$ cat src/rtl/cs_pkg.sv
// Package: shared types for the clock-stretch controller.
// Assumes: used by all cs_* modules and clk_stretch_ctrl.
package cs_pkg;

    // Controller states: idle, parked after address match, parked on data.
    typedef enum logic [1:0] {
        ST_IDLE      = 2'd0,
        ST_ADDR_HOLD = 2'd1,
        ST_TX_WAIT   = 2'd2,
        ST_RX_WAIT   = 2'd3
    } cs_state_e;

    // One-cycle actions decided for a byte slot.
    typedef struct packed {
        logic go;
        logic stale;
        logic accept;
        logic discard;
        logic set_urun;
        logic set_orun;
    } cs_action_t;

    localparam int FLAG_URUN = 0;
    localparam int FLAG_ORUN = 1;
    localparam int NUM_FLAGS = 2;

endpackage

$ cat src/rtl/cs_decide.sv
// Module: cs_decide
// Decides what happens at a data slot from the direction, the holding
// register states and the stretch enable. It either parks the controller
// in a wait state or produces an immediate action.
// Assumes: evaluated only while the serial clock is low after a byte or
// address phase; purely combinational.
module cs_decide
    import cs_pkg::*;
(
    input  logic       mode_tx,
    input  logic       thr_valid,
    input  logic       rhr_full,
    input  logic       stretch_en,
    output cs_state_e  park,
    output cs_action_t act
);

    // Slot decision: send, accept, stall, or fall back to underrun/overrun.
    always_comb begin
        park = ST_IDLE;
        act  = '0;
        if (mode_tx) begin
            if (thr_valid) begin
                act.go = 1'b1;
            end else if (stretch_en) begin
                park = ST_TX_WAIT;
            end else begin
                act.go       = 1'b1;
                act.stale    = 1'b1;
                act.set_urun = 1'b1;
            end
        end else begin
            if (!rhr_full) begin
                act.accept = 1'b1;
            end else if (stretch_en) begin
                park = ST_RX_WAIT;
            end else begin
                act.discard  = 1'b1;
                act.set_orun = 1'b1;
            end
        end
    end

endmodule

$ cat src/rtl/cs_hold_reg.sv
// Module: cs_hold_reg
// Registered clock-hold request. The hold may only start while the line
// is already low; once asserted it stays until the request goes away.
// Being a flop output, it never glitches.
// Assumes: want_hold comes from next-state logic of the controller.
module cs_hold_reg (
    input  logic clk,
    input  logic rst_n,
    input  logic want_hold,
    input  logic scl_low,
    output logic hold_scl
);

    // Hold flop: start only on a low line, keep while requested.
    always_ff @(posedge clk) begin
        if (!rst_n) begin
            hold_scl <= 1'b0;
        end else begin
            hold_scl <= want_hold && (hold_scl || scl_low);
        end
    end

    AST_HOLD_RISE_LOW: assert property (@(posedge clk) disable iff (!rst_n)
        $rose(hold_scl) |-> $past(scl_low));

endmodule

$ cat src/rtl/cs_sticky_flags.sv
// Module: cs_sticky_flags
// Bank of sticky status flags with write-one-to-clear. A set in the same
// cycle as a clear wins, so no event is lost.
// Assumes: set and clr are single-cycle strobes in the clk domain.
module cs_sticky_flags #(
    parameter int NFLAG = 2
) (
    input  logic             clk,
    input  logic             rst_n,
    input  logic [NFLAG-1:0] set,
    input  logic [NFLAG-1:0] clr,
    output logic [NFLAG-1:0] flags
);

    for (genvar g = 0; g < NFLAG; g++) begin : g_flag
        // One flag: set has priority over clear.
        always_ff @(posedge clk) begin
            if (!rst_n) begin
                flags[g] <= 1'b0;
            end else if (set[g]) begin
                flags[g] <= 1'b1;
            end else if (clr[g]) begin
                flags[g] <= 1'b0;
            end
        end

        AST_FLAG_STICKY: assert property (@(posedge clk) disable iff (!rst_n)
            (flags[g] && !clr[g]) |=> flags[g]);
        AST_FLAG_SET_WINS: assert property (@(posedge clk) disable iff (!rst_n)
            set[g] |=> flags[g]);
    end

endmodule

$ cat src/rtl/clk_stretch_ctrl.sv
// Module: clk_stretch_ctrl (top)
// Decides, after each address phase and data byte, whether the I2C slave
// holds the serial clock low. It also issues the send / accept / discard
// strobes and keeps sticky underrun and overrun flags.
// Assumes: events arrive as one-cycle pulses while the clock is low; the
// bit engine, START/STOP detection and registers live elsewhere.
module clk_stretch_ctrl
    import cs_pkg::*;
#(
    parameter int NUM_MATCH = 4
) (
    input  logic                 clk,
    input  logic                 rst_n,
    input  logic                 scl_low,
    input  logic                 mode_tx,
    input  logic                 evt_addr_done,
    input  logic                 evt_byte_done,
    input  logic                 thr_valid,
    input  logic                 rhr_full,
    input  logic [NUM_MATCH-1:0] match_bits,
    input  logic                 cfg_stretch_en,
    input  logic                 cfg_stretch_on_match,
    input  logic [NUM_FLAGS-1:0] flag_clr,
    output logic                 hold_scl,
    output logic                 tx_go,
    output logic                 tx_resend_stale,
    output logic                 rx_accept,
    output logic                 rx_discard,
    output logic                 urun_flag,
    output logic                 orun_flag
);

    cs_state_e            state, nxt;
    cs_state_e            dec_park;
    cs_action_t           dec_act, act;
    logic                 any_match;
    logic [NUM_FLAGS-1:0] flag_set, flag_q;

    assign any_match = |match_bits;

    cs_decide u_decide (
        .mode_tx    (mode_tx),
        .thr_valid  (thr_valid),
        .rhr_full   (rhr_full),
        .stretch_en (cfg_stretch_en),
        .park       (dec_park),
        .act        (dec_act)
    );

    // Next-state and action selection for the stretch controller.
    always_comb begin
        nxt = state;
        act = '0;
        case (state)
            ST_IDLE: begin
                if (evt_addr_done) begin
                    if (cfg_stretch_on_match && any_match) begin
                        nxt = ST_ADDR_HOLD;
                    end else if (mode_tx) begin
                        nxt = dec_park;
                        act = dec_act;
                    end
                end else if (evt_byte_done) begin
                    nxt = dec_park;
                    act = dec_act;
                end
            end
            ST_ADDR_HOLD: begin
                if (!any_match) begin
                    if (mode_tx) begin
                        nxt = dec_park;
                        act = dec_act;
                    end else begin
                        nxt = ST_IDLE;
                    end
                end
            end
            ST_TX_WAIT: begin
                if (thr_valid) begin
                    act.go = 1'b1;
                    nxt    = ST_IDLE;
                end
            end
            ST_RX_WAIT: begin
                if (!rhr_full) begin
                    act.accept = 1'b1;
                    nxt        = ST_IDLE;
                end
            end
            default: nxt = ST_IDLE;
        endcase
    end

    // State register.
    always_ff @(posedge clk) begin
        if (!rst_n) begin
            state <= ST_IDLE;
        end else begin
            state <= nxt;
        end
    end

    // Registered one-cycle strobes to the shifter.
    always_ff @(posedge clk) begin
        if (!rst_n) begin
            tx_go           <= 1'b0;
            tx_resend_stale <= 1'b0;
            rx_accept       <= 1'b0;
            rx_discard      <= 1'b0;
        end else begin
            tx_go           <= act.go;
            tx_resend_stale <= act.stale;
            rx_accept       <= act.accept;
            rx_discard      <= act.discard;
        end
    end

    cs_hold_reg u_hold (
        .clk       (clk),
        .rst_n     (rst_n),
        .want_hold (nxt != ST_IDLE),
        .scl_low   (scl_low),
        .hold_scl  (hold_scl)
    );

    always_comb begin
        flag_set            = '0;
        flag_set[FLAG_URUN] = act.set_urun;
        flag_set[FLAG_ORUN] = act.set_orun;
    end

    cs_sticky_flags #(.NFLAG(NUM_FLAGS)) u_flags (
        .clk   (clk),
        .rst_n (rst_n),
        .set   (flag_set),
        .clr   (flag_clr),
        .flags (flag_q)
    );

    assign urun_flag = flag_q[FLAG_URUN];
    assign orun_flag = flag_q[FLAG_ORUN];

    AST_STALE_NEEDS_GO: assert property (@(posedge clk) disable iff (!rst_n)
        tx_resend_stale |-> tx_go);
    AST_ONE_STROBE: assert property (@(posedge clk) disable iff (!rst_n)
        $countones({tx_go, rx_accept, rx_discard}) <= 1);
    AST_DISCARD_FLAGS: assert property (@(posedge clk) disable iff (!rst_n)
        rx_discard |-> orun_flag);
    AST_ADDR_KEEP: assert property (@(posedge clk) disable iff (!rst_n)
        (state == ST_ADDR_HOLD && any_match) |=> state == ST_ADDR_HOLD);
    AST_TX_PARK: assert property (@(posedge clk) disable iff (!rst_n)
        (state == ST_TX_WAIT && !thr_valid) |=> (state == ST_TX_WAIT && !tx_go));
    AST_RX_PARK: assert property (@(posedge clk) disable iff (!rst_n)
        (state == ST_RX_WAIT && rhr_full) |=> (state == ST_RX_WAIT && !rx_discard));

endmodule

$ cat config.mk
export PLATFORM = sky130hd
export DESIGN_NAME = clk_stretch_ctrl
export DESIGN_NICKNAME = d
export VERILOG_FILES = /design/src/rtl/cs_pkg.sv /design/src/rtl/cs_decide.sv /design/src/rtl/cs_hold_reg.sv /design/src/rtl/cs_sticky_flags.sv /design/src/rtl/clk_stretch_ctrl.sv
export SDC_FILE = /design/constraint.sdc
export NUM_CORES = 1
export LEC_CHECK = 0
export BUFFER_PORTS_ARGS = -buffer_cell sky130_fd_sc_hd__buf_2
export CAP_MARGIN = 20
export CORE_AREA = 8 8 45 47
export CTS_BUF_LIST = sky130_fd_sc_hd__clkbuf_4 sky130_fd_sc_hd__clkbuf_8
export DETAILED_ROUTE_END_ITERATION = 10
export DIE_AREA = 0 0 53 55
export PLACE_DENSITY = 0.73
export SYNTH_ARGS = -nofsm -noshare
export SYNTH_HDL_FRONTEND = slang
export SYNTH_HIERARCHICAL = 1
export SYNTH_SLANG_ARGS = --single-unit
$ cat constraint.sdc
create_clock -name clk -period 2.85 [get_ports clk]
set_clock_uncertainty 0.2 [all_clocks]
set_input_delay 0.7125 -clock clk [delete_from_list [all_inputs] [get_ports clk]]
set_output_delay 0.7125 -clock clk [all_outputs]
set_load 0.02 [all_outputs]
==> qor.csv, run 1 <==
stage,metric,value,unit
status,status,finished clean,
synthesis,Synth Instances,60,
synthesis,"Net Count, Synth",76,
timing,fin crit share,78.38,%
synthesis,cell area after synthesis,546.8,um2
global_routing,initial antenna violation count,0,
placed_design,detailed placement HPWL,1020,um
cts,Clock Path Buffers,2,
floorplanning,Die H,55,um
timing,worst setup margin,0.6161,ns
power,Sw Share,26.67,%
timing,measured slew at the worst slew-check pin,0.3137,ns
cts,"CTS clk-pin slew, worst paths",0.06,ns
floorplanning,Initial Util,39.51,%
setup_path,"Req. time, crit path",2.86,ns
synthesis,sequential-to-total area share from yosys stat,32.95,%
route,routed vias/inst,5.330,
global_routing,global-route wire length before repair,2152,um
setup_path,R2R Setup Slk,1.07,ns
route,first drt pass iteration count,4,
min_path,Hold Path Sink,u_hold/hold_scl,
floorplanning,Ports,23,
cells_and_area,fillers,144,
global_routing,vias in the first global route,528,
min_path,Hold Path Class,register to register,
cells_and_area,share of cells above drive strength 1,46.43,%
power,sequential power share,43.8,%
route,# DRC,0,
global_routing,largest net degree at the start of global routing,11,
power,LEAKAGE,0.3341,nW
min_path,WHS Path Cells,1,
global_routing,Congestion Overflow GR,0,
synthesis,Mapped Avg Cell Area,9.113,um2
floorplanning,FP Rows,14,
route,final wirelength,1264,um
power,NetSw,0.00008283,W
floorplanning,Die Wd,53,um
setup_path,Reg2Reg Launch Point,state[1],
route,DRT iter0 DRCs,4,
power,P per Cell Area,448.8,nW/um2
route,vias after detailed routing,533,
cts,Setup Buffers After CTS,0,
power,Internal Power,0.0002277,W
setup_path,critical path arrival,2.24,ns
power,combinational share of power,21.2,%
timing,setup TNS,0,ns
timing,final hold violation count,0,
cells_and_area,area grow syn2layout,26.54,%
power,clock power share,35.0,%
cts,post_cts resized,0,
timing,# setup viols final,0,
setup_path,Worst setup EP type,register,
power,Total Power,0.0003105,W
setup_path,Crit Reg-Reg Endpoint,u_hold/hold_scl,
placed_design,RD Place Congestion,0.7575,
setup_path,"critical path fanouts, max",7,
synthesis,Synthesis Warnings,6,
timing,Final Slew Violations,0,
timing,RSZ-0062 raised after global routing,no,
timing,FMAX,447.7,MHz
synthesis,Seq cells post-synth,9,
flow_run,max cap viols,0,
power,Max IR drop VDD,198.7,uV
setup_path,startpoint type of the worst setup path,input pin,
setup_path,Register-to-Register Path Depth,5,
placed_design,worst slack at placement,0.3442,ns
cts,clk sinks,9,
min_path,Hold Path Origin,u_hold/hold_scl,
synthesis,"area leader, netlist",dfxtp_1,
synthesis,Synth top area share,32.95,%
cts,Hold Buf Count CTS,0,
cts,clock root buffer,clkbuf_4,
floorplanning,Die ar.,2915,um2
cells_and_area,Antenna Cells,0,
cts,CTS Buf Count,3,
setup_path,worst setup path class,input pin to register,
synthesis,synth unique cells,33,
route,Final ANT Viol Nets,0,
timing,Slew Limit Headroom,78.96,%
placed_design,IO Port Bufs,22,
global_routing,Tot GR Track Use,9.912,%
timing,minimum clock period,2.234,ns
route,Avg WL per Cell,12.64,um
floorplanning,core area,1384,um2
cells_and_area,Final #Nets,101,
cts,CTS tree,built,
synthesis,synth top area cells,"dfxtp_1 33%, nand2b_1 5.7%, nor2b_4 5.0%",
cts,clk_lat worst skew,0.26,ns
cts,H-tree depth reported by CTS,1,
-- through the flow --
stage / util (%) / hold slack (ns) / instance area, um2 / instances
6_report: 50.00 / 0.2805 / 691.9 / 100
5_1_grt: 50.00 / 0.3108 / 691.9 / 100
4_1_cts: 50.00 / 0.2806 / 691.9 / 100
3_5_place_dp: 47.83 / 0.2665 / 661.9 / 96
3_3_place_gp: 47.83 / 0.2574 / 661.9 / 96
2_1_floorplan: - / 0.3299 / 546.8 / 60
-- critical path, cell delays in order --
cell      delay [ns]
buf_2           0.10
or4_4           0.53
a311o_2         0.42
o21a_4          0.15
o211ai_1        0.17
o211a_1         0.16
-- how the worst max path moves through the flow --
stage,cells after the start,start,slack [ns],end
3_5_place_dp,6,match_bits[1],0.34,u_hold/hold_scl
3_3_place_gp,6,match_bits[1],0.36,u_hold/hold_scl
4_1_cts,6,match_bits[1],0.61,u_hold/hold_scl
2_1_floorplan,5,match_bits[1],0.53,u_flags/flags[0]
6_report,6,match_bits[1],0.62,u_hold/hold_scl
5_1_grt,6,match_bits[1],0.54,u_hold/hold_scl
-- cell usage after synthesis, drive strengths merged --
cell and n:
a211oi 1, a21boi 1, a21oi 2, a311o 1
a311oi 1, and2 1, and2b 2, and3 2
and3b 2, buf 2, dfxtp 9, inv 3
mux2i 1, nand2 6, nand2b 6, nand3 1
nor2 3, nor2b 3, o211a 1, o211ai 1
o21a 3, o21ai 1, o221ai 1, o22ai 2
o41ai 1, or2 2, or4 1
-- registers in the layout, indices dropped and copies added, names as in the netlist --
register and cells:
rx_accept 1, rx_discard 1, state 2, tx_go 1, tx_resend_stale 1, u_flags/flags 2
u_hold/hold_scl 1
-- routing by layer --
metal	wire [um]	global-route usage [%]	share of wire, %	vias to the layer above
li1	-	-	-	261
met1	559	10.40	44	246
met2	572	16.21	45	21
met3	108	4.813	8.5	5
met4	24	5.172	1.9	0
met5	0	0	0	-
-- logic make-up (layout without fill, tap and decap cells) --
family / count (synthesis) / in the layout / share of synthesized area, %
DFF: 9 / 9 / 32.95
buffers and inverters: 5 / 29 / 4.805
AOI/OAI and AO/OA: 16 / 16 / 24.03
muxes: 1 / 1 / 1.831
and+or+nand+nor: 29 / 29 / 36.39
-- power groups by stage --
| stage | clock (W) | sequential [W] | combinational, W |
|---|---|---|---|
| 3_3_place_gp | 0 | 0.000139 | 0.0000653 |
| 5_1_grt | 0.000124 | 0.000137 | 0.0000733 |
| 6_report | 0.000109 | 0.000136 | 0.0000659 |
| 4_1_cts | 0.000112 | 0.000136 | 0.0000665 |
| 2_1_floorplan | 0 | 0.000142 | 0.0000371 |
| 3_5_place_dp | 0 | 0.000139 | 0.0000657 |
-- cell usage in the layout (no fill, tap or decap) --
cell	count
or4_4	1
clkbuf_4	4
a311oi_1	1
a21boi_0	1
mux2i_1	1
a21oi_1	1
o211a_1	1
o21a_4	1
a21oi_2	1
a211oi_1	1
nand2b_1	5
o221ai_1	1
and3_1	1
and2b_2	2
nor2b_4	2
inv_1	3
nor2_1	2
and3_2	1
or2_2	2
nand3_1	1
o41ai_1	1
and2_1	1
nor2_2	1
nor2b_1	1
nand2_1	6
a311o_2	1
dfxtp_1	9
and3b_1	2
buf_2	22
nand2b_4	1
o21a_1	2
o21ai_0	1
o211ai_1	1
o22ai_1	2
-- cell type report --
class	instances	area, um2	area share, %
inverters	3	11.26	1.627
well taps	16	20.02	2.893
clock buffers	4	30.03	4.340
flip-flops and latches	9	180.2	26.04
multi-input cells	46	340.3	49.19
repair buffers	22	110.1	15.91
Power figures use the tool's default switching activity.
==> run 2: changes to the inputs <==
Clock period 2.85 ns to 2.2 ns, I/O delays scaled along.
==> run 2 against run 1 <==
First-iteration DRC count grew to 2.5 times the previous value. Design area up 1.1%. Sequential share of layout area fell by 0.28 points. Final cell count increased by 1.0%. Total power increased by 30%. Routed wire length grew 0.63%. Combinational power rose by 36%. Critical path depth did not move.
==> qor.csv, run 2 (same netlist as run 1, synthesis figures left out) <==
stage,metric,value,unit
power,Total Power,0.0004048,W
flow_run,max cap viols,0,
floorplanning,Die Wd,53,um
floorplanning,Die ar.,2915,um2
cts,Hold Buf Count CTS,0,
timing,setup TNS,0,ns
route,# DRC,0,
power,clock power share,34.3,%
global_routing,vias in the first global route,524,
cts,H-tree depth reported by CTS,1,
route,DRT iter0 DRCs,10,
setup_path,"critical path fanouts, max",7,
floorplanning,Initial Util,39.51,%
cells_and_area,most frequent cells in the layout,"22 x buf_2, 9 x dfxtp_1, 6 x nand2_1, 5 x nand2b_1, 4 x clkbuf_4",
setup_path,Worst setup EP type,register,
placed_design,worst slack at placement,-0.1415,ns
cts,"CTS clk-pin slew, worst paths",0.06,ns
timing,Slew Limit Headroom,77.28,%
timing,# setup viols final,0,
setup_path,Register-to-Register Path Depth,5,
min_path,Hold Path Class,register to register,
power,NetSw,0.0001064,W
cells_and_area,Final Cell Area,699.4,um2
timing,FMAX,480.8,MHz
global_routing,initial antenna violation count,0,
global_routing,largest net degree at the start of global routing,11,
floorplanning,Die H,55,um
placed_design,IO Port Bufs,22,
placed_design,RD Place Congestion,0.7385,
global_routing,Tot GR Track Use,9.419,%
cts,clock root buffer,clkbuf_4,
cts,clk sinks,9,
global_routing,global-route wire length before repair,2056,um
cts,post_cts resized,0,
min_path,WHS Path Cells,1,
power,LEAKAGE,0.3388,nW
cts,CTS Buf Count,3,
cells_and_area,Top Registers,"state x2, u_flags/flags x2",
route,final wirelength,1272,um
cells_and_area,share of cells above drive strength 1,47.06,%
cells_and_area,Antenna Cells,0,
setup_path,worst setup path class,input pin to register,
placed_design,DP Area,669.4,um2
global_routing,Congestion Overflow GR,0,
cells_and_area,"commonest non-fill, non-tap cell in the layout",buf_2,
floorplanning,Ports,23,
power,Max IR drop VDD,514.3,uV
cts,Setup Buffers After CTS,0,
cts,Clock Path Buffers,2,
cells_and_area,area grow syn2layout,27.92,%
cts,CTS tree,built,
floorplanning,FP Rows,14,
timing,Final Slew Violations,0,
route,Final ANT Viol Nets,0,
route,first drt pass iteration count,4,
timing,RSZ-0062 raised after global routing,no,
timing,minimum clock period,2.080,ns
timing,final hold violation count,0,
power,Sw Share,26.29,%
route,Avg WL per Cell,12.59,um
power,sequential power share,43.5,%
power,Internal Power,0.0002984,W
route,routed vias/inst,5.277,
power,combinational share of power,22.2,%
status,status,finished clean,
timing,worst setup margin,0.1203,ns
setup_path,"Req. time, crit path",2.21,ns
power,P per Cell Area,578.8,nW/um2
cells_and_area,Final #Nets,102,
route,vias after detailed routing,533,
timing,fin crit share,94.53,%
floorplanning,core area,1384,um2
setup_path,startpoint type of the worst setup path,input pin,
timing,measured slew at the worst slew-check pin,0.3387,ns
cts,clk_lat worst skew,0.26,ns
setup_path,critical path arrival,2.09,ns
placed_design,detailed placement HPWL,1077,um
cells_and_area,Final Util,50.54,%
-- run 2: cell count changes in the layout (fill, tap and decap cells not counted), sizes merged --
| cell | previous run | this run |
|---|---|---|
| buf | 22 | 23 |
-- run 2: final cells by class --
class                   count  area, um2
multi-input cells          46      340.3
flip-flops and latches      9      180.2
clock buffers               4      30.03
repair buffers             23      117.6
fillers                   141      684.4
inverters                   3      11.26
well taps                  16      20.02
-- run 2: through the flow --
step,hold slack (ns),instances
final,0.2763,101
after global routing,0.3226,101
after CTS,0.2785,101
after detailed placement,0.2641,97
after global placement,0.2573,97
after floorplan,0.3299,60
-- run 2: layer usage --
metal | global-route usage, % | part of all wire (%) | vias up
li1 | - | - | 264
met1 | 9.174 | 40 | 244
met2 | 17.19 | 50 | 25
met3 | 5.615 | 10 | 0
met4 | 1.293 | 0 | 0
met5 | 0 | 0 | -
-- run 2: power groups by stage --
stage	Clock (W)	Combinational, W	Sequential [W]
floorplan	0	0.0000481	0.000184
global placement	0	0.0000886	0.000180
detailed placement	0	0.0000903	0.000180
CTS	0.000144	0.0000907	0.000176
global route	0.000158	0.0000998	0.000177
finish	0.000139	0.0000897	0.000176
-- run 2: critical path: stages --
cell and delay, ns:
buf_2 0.10, or4_4 0.53, a311o_2 0.42, o21a_4 0.14, o211ai_1 0.17, o211a_1 0.16
-- run 2: final timing paths --
path / from / endpoint / slack [ns]
worst max-delay path: match_bits[1] / u_hold/hold_scl / 0.12
worst max register to register: state[1] / u_hold/hold_scl / 0.43
worst min-delay path: u_hold/hold_scl / u_hold/hold_scl / 0.28
worst min register to register: u_hold/hold_scl / u_hold/hold_scl / 0.28
